--- config.mk ---
export PLATFORM = sky130hd
export DESIGN_NAME = bdc_cache
export DESIGN_NICKNAME = d
export VERILOG_FILES = /design/src/rtl/bdc_pkg.sv /design/src/rtl/bdc_fault_map.sv /design/src/rtl/bdc_way_lookup.sv /design/src/rtl/bdc_lru_store.sv /design/src/rtl/bdc_cache.sv
export SDC_FILE = /design/constraint.sdc
export NUM_CORES = 1
export LEC_CHECK = 0
export ABC_AREA = 1
export CORE_AREA = 2 2 169 171
export DETAILED_ROUTE_END_ITERATION = 12
export DIE_AREA = 0 0 171 173
export PLACE_DENSITY = 0.83
export SLEW_MARGIN = 20
export SYNTH_ARGS = -nofsm -noshare
export SYNTH_HDL_FRONTEND = slang
export SYNTH_SLANG_ARGS = --single-unit
--- constraint.sdc ---
create_clock -name clk -period 9.4 [get_ports clk]
set_clock_uncertainty 0.2 [all_clocks]
set_input_delay 2.82 -clock clk [delete_from_list [all_inputs] [get_ports clk]]
set_output_delay 2.82 -clock clk [all_outputs]
set_load 0.005 [all_outputs]
--- src/rtl/bdc_pkg.sv ---
package bdc_pkg;
    typedef enum logic [2:0] {
        ST_IDLE,
        ST_LOOKUP,
        ST_FETCH,
        ST_STORE,
        ST_REPLY
    } ctl_state_t;
endpackage

--- src/rtl/bdc_fault_map.sv ---
module bdc_fault_map #(
    parameter int NBLK = 16
) (
    input  logic            clk,
    input  logic            rst_n,
    input  logic            shift_en,
    input  logic            shift_bit,
    output logic [NBLK-1:0] flags,
    output logic [NBLK-1:0] flags_d
);
    // New bit enters at the top; after NBLK shifts the first bit sits at index 0.
    always_comb flags_d = shift_en ? {shift_bit, flags[NBLK-1:1]} : flags;

    always_ff @(posedge clk) begin
        if (!rst_n) flags <= '0;
        else        flags <= flags_d;
    end
endmodule

--- src/rtl/bdc_way_lookup.sv ---
module bdc_way_lookup #(
    parameter int TAG_W = 5,
    parameter int WAYS  = 2
) (
    input  logic [WAYS-1:0]       set_valid,
    input  logic [WAYS*TAG_W-1:0] set_tags,
    input  logic [WAYS-1:0]       set_fault,
    input  logic                  set_lru,
    input  logic [TAG_W-1:0]      tag,
    output logic [WAYS-1:0]       hit_vec,
    output logic                  hit,
    output logic                  hit_way,
    output logic                  dead,
    output logic                  victim
);
    logic [WAYS-1:0] healthy;
    logic [WAYS-1:0] free_way;

    for (genvar w = 0; w < WAYS; w++) begin : g_cmp
        assign hit_vec[w]  = set_valid[w] && !set_fault[w] &&
                             (set_tags[w*TAG_W +: TAG_W] == tag);
        assign healthy[w]  = !set_fault[w];
        assign free_way[w] = !set_fault[w] && !set_valid[w];
    end

    always_comb begin
        hit     = |hit_vec;
        hit_way = hit_vec[1];
        dead    = ~|healthy;
        if (free_way[0])     victim = 1'b0;
        else if (free_way[1]) victim = 1'b1;
        else if (!healthy[0]) victim = 1'b1;
        else if (!healthy[1]) victim = 1'b0;
        else                  victim = set_lru;
    end
endmodule

--- src/rtl/bdc_lru_store.sv ---
module bdc_lru_store #(
    parameter int SET_W = 3,
    localparam int SETS = 1 << SET_W,
    localparam int NBLK = 2 * SETS
) (
    input  logic             clk,
    input  logic             rst_n,
    input  logic [NBLK-1:0]  flags,
    input  logic [NBLK-1:0]  flags_d,
    input  logic             reload,
    input  logic             upd,
    input  logic [SET_W-1:0] upd_set,
    input  logic             upd_way,
    output logic [SETS-1:0]  lru
);
    always_ff @(posedge clk) begin
        if (!rst_n) begin
            lru <= '0;
        end else if (reload) begin
            for (int s = 0; s < SETS; s++) lru[s] <= flags_d[2*s];
        end else if (upd) begin
            lru[upd_set] <= flags[{upd_set, ~upd_way}] ? upd_way : ~upd_way;
        end
    end

    for (genvar s = 0; s < SETS; s++) begin : g_chk
        // a set with a healthy way never points its victim at a flagged way
        a_r6_lru_healthy: assert property (@(posedge clk) disable iff (!rst_n)
            !(flags[2*s] && flags[2*s+1]) |-> !flags[2*s + int'(lru[s])]);
    end
endmodule

--- src/rtl/bdc_cache.sv ---
module bdc_cache #(
    parameter int ADDR_W = 8,
    parameter int DATA_W = 16,
    parameter int SET_W  = 3
) (
    input  logic              clk,
    input  logic              rst_n,
    input  logic              cfg_shift,
    input  logic              cfg_bit,
    input  logic              req_valid,
    input  logic              req_we,
    input  logic [ADDR_W-1:0] req_addr,
    input  logic [DATA_W-1:0] req_wdata,
    output logic              req_ready,
    output logic              resp_done,
    output logic              resp_hit,
    output logic [DATA_W-1:0] resp_rdata,
    output logic              mem_req,
    output logic              mem_we,
    output logic [ADDR_W-1:0] mem_addr,
    output logic [DATA_W-1:0] mem_wdata,
    input  logic              mem_ack,
    input  logic [DATA_W-1:0] mem_rdata
);
    import bdc_pkg::*;

    localparam int WAYS  = 2;
    localparam int SETS  = 1 << SET_W;
    localparam int NBLK  = SETS * WAYS;
    localparam int TAG_W = ADDR_W - SET_W;

    ctl_state_t state, state_nx;

    logic              op_we_q;
    logic [ADDR_W-1:0] op_addr_q;
    logic [DATA_W-1:0] op_wdata_q;
    logic [DATA_W-1:0] rdata_q;
    logic              hit_q, bypass_q, vic_q;

    logic [NBLK-1:0]   valid_q;
    logic [TAG_W-1:0]  tag_q  [NBLK];
    logic [DATA_W-1:0] data_q [NBLK];

    logic [NBLK-1:0]   flags, flags_d;
    logic [SETS-1:0]   lru;
    logic              shift_en, accept;

    logic [SET_W-1:0]  set_idx;
    logic [TAG_W-1:0]  op_tag;
    logic [WAYS-1:0]   set_valid, set_fault, hit_vec;
    logic [WAYS*TAG_W-1:0] set_tags;
    logic              hit, hit_way, dead, victim;

    logic              line_we, line_way, lru_upd, lru_way;
    logic [DATA_W-1:0] line_data;

    assign set_idx  = op_addr_q[SET_W-1:0];
    assign op_tag   = op_addr_q[ADDR_W-1:SET_W];
    assign shift_en = cfg_shift && (state == ST_IDLE);
    assign accept   = req_valid && req_ready;

    bdc_fault_map #(.NBLK(NBLK)) u_fault (
        .clk(clk), .rst_n(rst_n), .shift_en(shift_en), .shift_bit(cfg_bit),
        .flags(flags), .flags_d(flags_d)
    );

    bdc_lru_store #(.SET_W(SET_W)) u_lru (
        .clk(clk), .rst_n(rst_n), .flags(flags), .flags_d(flags_d),
        .reload(shift_en), .upd(lru_upd), .upd_set(set_idx), .upd_way(lru_way),
        .lru(lru)
    );

    always_comb begin
        for (int w = 0; w < WAYS; w++) begin
            set_valid[w]                 = valid_q[{set_idx, 1'(w)}];
            set_fault[w]                 = flags[{set_idx, 1'(w)}];
            set_tags[w*TAG_W +: TAG_W]   = tag_q[{set_idx, 1'(w)}];
        end
    end

    bdc_way_lookup #(.TAG_W(TAG_W), .WAYS(WAYS)) u_look (
        .set_valid(set_valid), .set_tags(set_tags), .set_fault(set_fault),
        .set_lru(lru[set_idx]), .tag(op_tag), .hit_vec(hit_vec), .hit(hit),
        .hit_way(hit_way), .dead(dead), .victim(victim)
    );

    // State register
    always_ff @(posedge clk) begin
        if (!rst_n) state <= ST_IDLE;
        else        state <= state_nx;
    end

    // Next-state
    always_comb begin
        state_nx = state;
        unique case (state)
            ST_IDLE:   if (accept) state_nx = ST_LOOKUP;
            ST_LOOKUP: begin
                if (op_we_q)  state_nx = ST_STORE;
                else if (hit) state_nx = ST_REPLY;
                else          state_nx = ST_FETCH;
            end
            ST_FETCH:  if (mem_ack) state_nx = ST_REPLY;
            ST_STORE:  if (mem_ack) state_nx = ST_REPLY;
            ST_REPLY:  state_nx = ST_IDLE;
        endcase
    end

    // Outputs and line/LRU write controls
    always_comb begin
        req_ready  = (state == ST_IDLE) && !cfg_shift;
        resp_done  = (state == ST_REPLY);
        resp_hit   = hit_q;
        resp_rdata = rdata_q;
        mem_req    = (state == ST_FETCH) || (state == ST_STORE);
        mem_we     = (state == ST_STORE);
        mem_addr   = op_addr_q;
        mem_wdata  = op_wdata_q;
        line_we    = 1'b0;
        line_way   = 1'b0;
        line_data  = op_wdata_q;
        lru_upd    = 1'b0;
        lru_way    = 1'b0;
        unique case (state)
            ST_LOOKUP: begin
                if (hit) begin
                    lru_upd  = 1'b1;
                    lru_way  = hit_way;
                    line_we  = op_we_q;
                    line_way = hit_way;
                end else if (op_we_q && !dead) begin
                    line_we  = 1'b1;
                    line_way = victim;
                    lru_upd  = 1'b1;
                    lru_way  = victim;
                end
            end
            ST_FETCH: begin
                if (mem_ack && !bypass_q) begin
                    line_we   = 1'b1;
                    line_way  = vic_q;
                    line_data = mem_rdata;
                    lru_upd   = 1'b1;
                    lru_way   = vic_q;
                end
            end
            ST_IDLE, ST_STORE, ST_REPLY: ;
        endcase
    end

    // Datapath
    always_ff @(posedge clk) begin
        if (!rst_n) begin
            valid_q    <= '0;
            op_we_q    <= 1'b0;
            op_addr_q  <= '0;
            op_wdata_q <= '0;
            rdata_q    <= '0;
            hit_q      <= 1'b0;
            bypass_q   <= 1'b0;
            vic_q      <= 1'b0;
        end else begin
            if (shift_en) valid_q <= '0;
            if (accept) begin
                op_we_q    <= req_we;
                op_addr_q  <= req_addr;
                op_wdata_q <= req_wdata;
            end
            if (state == ST_LOOKUP) begin
                hit_q    <= hit;
                bypass_q <= dead;
                vic_q    <= victim;
                if (hit && !op_we_q) rdata_q <= data_q[{set_idx, hit_way}];
            end
            if (state == ST_FETCH && mem_ack) rdata_q <= mem_rdata;
            if (line_we) begin
                valid_q[{set_idx, line_way}] <= 1'b1;
                tag_q[{set_idx, line_way}]   <= op_tag;
                data_q[{set_idx, line_way}]  <= line_data;
            end
        end
    end

    // no line write ever targets a flagged block
    a_r5_no_fill_faulty: assert property (@(posedge clk) disable iff (!rst_n)
        line_we |-> !flags[{set_idx, line_way}]);
    // at most one way matches a tag
    a_r5_single_match: assert property (@(posedge clk) disable iff (!rst_n)
        (state == ST_LOOKUP) |-> $onehot0(hit_vec));
    // a dead set never allocates
    a_r7_dead_no_alloc: assert property (@(posedge clk) disable iff (!rst_n)
        (state == ST_LOOKUP && set_fault == 2'b11) |-> !line_we);
    // memory request held stable until acknowledged
    a_r9_mem_hold: assert property (@(posedge clk) disable iff (!rst_n)
        (mem_req && !mem_ack) |=> (mem_req && $stable(mem_addr) &&
                                   $stable(mem_we) && $stable(mem_wdata)));
    // done is a single-cycle pulse
    a_r9_done_pulse: assert property (@(posedge clk) disable iff (!rst_n)
        resp_done |=> !resp_done);
    // a read hit completes without a memory transaction
    a_r2_hit_no_mem: assert property (@(posedge clk) disable iff (!rst_n)
        (resp_done && resp_hit && !op_we_q) |-> !$past(mem_req));
endmodule

==> impl_metrics.yaml <==
outcome:
  outcome: "complete, no violations"
synthesis:
  avgSynthCellArea_um2: 10.5
  synth-seq-area-share: 0.678
  yosys.cell_count.top_type: "edfxtp_1"
  synth.distinct_cells: 32
  synth_xor_area_frac: 0
  synth_top_family_by_area: "simple AND/OR/NAND/NOR gates"
  synth_top_area_frac: 0.575
  yosysTopAreaCell: "edfxtp_1"
  yosys.area_share.simple: 0.149
  synthMuxAreaShare: 0
  synth-seq-cells: 426
  syn_area_um2: 17500
  synth-edff-count: 336
  synth_adder_area_share: 0
  netlist_instances: 1671
  async_flop_share: 0
  synth_warnings: 0
  ys_top_cells_by_count: "edfxtp_1 (336), nand2_1 (323), nor2_1 (251), o21ai_0 (210), inv_1 (104)"
  synth_top_flop_cell: "edfxtp_1"
  synth-compound-area-share: 0.123
  synth_area_leaders: "edfxtp_1 (58%), dfxtp_1 (10%), nand2_1 (6.9%)"
  synthesis.nets: 1718
critical_path:
  crit_chain: "clkdlybuf4s50_1 > nor3_1 > clkdlybuf4s50_1"
  cp.required_ns: 6.38
  cpMostUsedCell: "clkdlybuf4s50_1"
  critPathMaxStageDelay_ns: 0.56
  arrival_ns: 4.08
  worstSetupPathType: "in -> out"
  critical_path_peak_fanout: 2
  critPathTopFamily: "buffers and inverters"
  cp-start-kind: "primary input"
  crit_path_end_kind: "primary output"
  slowest_stage: "clkdlybuf4s50_1"
  path_buf_inv: 2
global_routing:
  grt_max_degree: 100
  grt_pass1_vias: 13000
  grt_overflow: 0
  antenna_found_initial: 0
  grt_usage: 0.323
  grt_pass1_wl_um: 72900
power:
  p_per_area_nw_per_um2: 240
  vdd_drop_max_mv: 0.150
  power.leakage_nw: 7.29
clock_network:
  clock_sinks: 426
  cts_setup_buffers: 0
  cts_resized: 0
  cts_made_buffers: 43
  insertion_delay_ns: 0.55
  ctsHoldBuffers: 0
  cts-root-buf: "clkbuf_16"
  cts_max_level: 2
  cts_tree: "yes"
  cts_buffer_depth: 3
  clk_pin_slew_ns: 0.06
floorplanning:
  fp.dieH_um: 173
  rows: 61
  die_width_um: 171
  initial_core_util: 0.635
  die-area_um2: 29600
  num_io_pins: 92
  core_area_um2: 27600
detailed_routing:
  drt_iter0_markers: 1883
  vias: 13600
  drt-pass1-iter-count: 6
  wire_per_inst_um: 22.2
  drc: 0
  wirelength_um: 48200
  ant_nets: 0
  viasPerCell: 6.24
cells_and_area:
  ff_latch_area_um2: 11900
  final_layout_size_suffix_gt1_frac: 0.0868
  synthToLayoutAreaGrowth_pct: 15.8
  multiInputGateArea_um2: 4820
  finalInstanceArea_um2: 20300
  final_nets: 1810
  n_antenna_cell: 0
  fill_cells: 1802
sta:
  max_slew.worst_pin.slew_ns: 1.23
  finalCritPeriodShare: 0.755
  slew-limit-headroom: 0.179
  fmax_ghz: 0.141
  rsz0062_at_grt: "no"
  slew_viol_final: 0
  fin_setup_tns_ns: 0
  finalHoldViolations: 0
  setup_violations: 0
  min_period_ns: 7.10
worst_hold_path:
  hold_path_class: "reg -> reg"
run:
  max_cap_violations: 0
placed_design:
  place_congestion: 0.888
  io_buffers: 91
  dp_hpwl_um: 28200
  place_area_um2: 18900
-- worst reg2reg max path, cell delays in order (launching register included) --
cell and delay, ns:
dfxtp_2 0.59, inv_2 0.41, buf_4 0.63, nand2_1 0.14, nand2_1 0.16, nand2_1 0.07, nand2_1 0.09, nand2_1 0.05
nand2_1 0.08, nand3_1 0.09, nor2_1 0.16, nand3_1 0.18, nand2_1 0.11, nand2_1 0.06, nand2_2 0.22, nand2_4 0.18
inv_1 0.18, nand2_1 0.19, nor2_2 0.90, buf_4 0.35
-- final timing paths --
check	start	end	slack [ns]	depth (start not counted)
worst max register to register	mem_addr[0]$_SDFFE_PN0P_	data_q[14][1]$_DFFE_PP_	4.09	19
worst min register to register	mem_wdata[5]$_SDFFE_PN0P_	mem_wdata[5]$_SDFFE_PN0P_	0.27	2
worst max-delay path	cfg_shift	req_ready	2.30	3
worst min-delay path	mem_wdata[5]$_SDFFE_PN0P_	mem_wdata[5]$_SDFFE_PN0P_	0.27	2
-- registers in the layout (all words and copies together), names as in the netlist, named ones only --
register / flops
data_q: 256
state: 3
op_we_q: 1
u_fault.flags: 16
bypass_q: 1
u_lru.lru: 8
vic_q: 1
valid_q: 16
mem_wdata: 16
resp_rdata: 16
resp_hit: 1
mem_addr: 8
tag_q: 80
-- cells in the final DEF, fill, tap and decap left out, types with 5 or more instances in the layout --
cell,n
nor2_1,233
o21ai_0,209
nand3_1,63
o22ai_1,62
buf_4,46
o221ai_1,7
nand4_1,5
edfxtp_1,336
dfxtp_1,89
nor3_1,7
a31oi_1,11
o21ai_1,9
clkdlybuf4s50_1,90
a31o_2,13
clkinv_1,7
clkbuf_1,16
nor2_2,17
nand2_1,322
inv_1,103
a21oi_1,58
clkbuf_16,44
bufinv_16,6
-- layer usage --
layer	vias up	part of all wire	global-route usage
li1	6003	-	-
met1	6401	0.37	0.436
met2	951	0.47	0.508
met3	207	0.12	0.0565
met4	0	0.053	0.162
met5	-	0	0
-- logic make-up (layout without fill, tap and decap cells) --
| group | count (synthesis) | after routing |
|---|---|---|
| AND/OR/NAND/NOR | 659 | 659 |
| buffers and inverters | 201 | 327 |
| flip-flops | 426 | 426 |
| AO/OA/AOI/OAI | 385 | 385 |
-- stage by stage --
step	utilization	std cells	hold slack [ns]	total power, mW	setup WS, ns
final	0.735	2175	0.270	4.88	2.30
after global routing	0.735	2175	0.307	5.04	2.22
after CTS	0.735	2175	0.270	4.87	2.28
after detailed placement	0.683	2096	0.260	3.13	2.29
after global placement	0.682	2096	0.258	3.10	2.31
after floorplan	-	1671	0.253	2.79	3.32
-- report_power, final --
group	total (mW)	switching (mW)	internal (mW)	leakage, nW
clock	1.76	0.703	1.05	0.704
combinational	0.850	0.581	0.269	2.77
sequential	2.28	0.0787	2.20	3.82
total	4.88	1.36	3.52	7.29
-- area by class of cell --
| type | count | share of cell area |
|---|---|---|
| timing repair buffer | 137 | 0.0616 |
| clock buffer | 63 | 0.0589 |
| inverter | 111 | 0.0206 |
| clock inverter | 16 | 0.0124 |
| sequential | 426 | 0.586 |
| tap | 378 | 0.0233 |
| multi-input combinational | 1044 | 0.237 |
(Power assumes the default switching activity.)
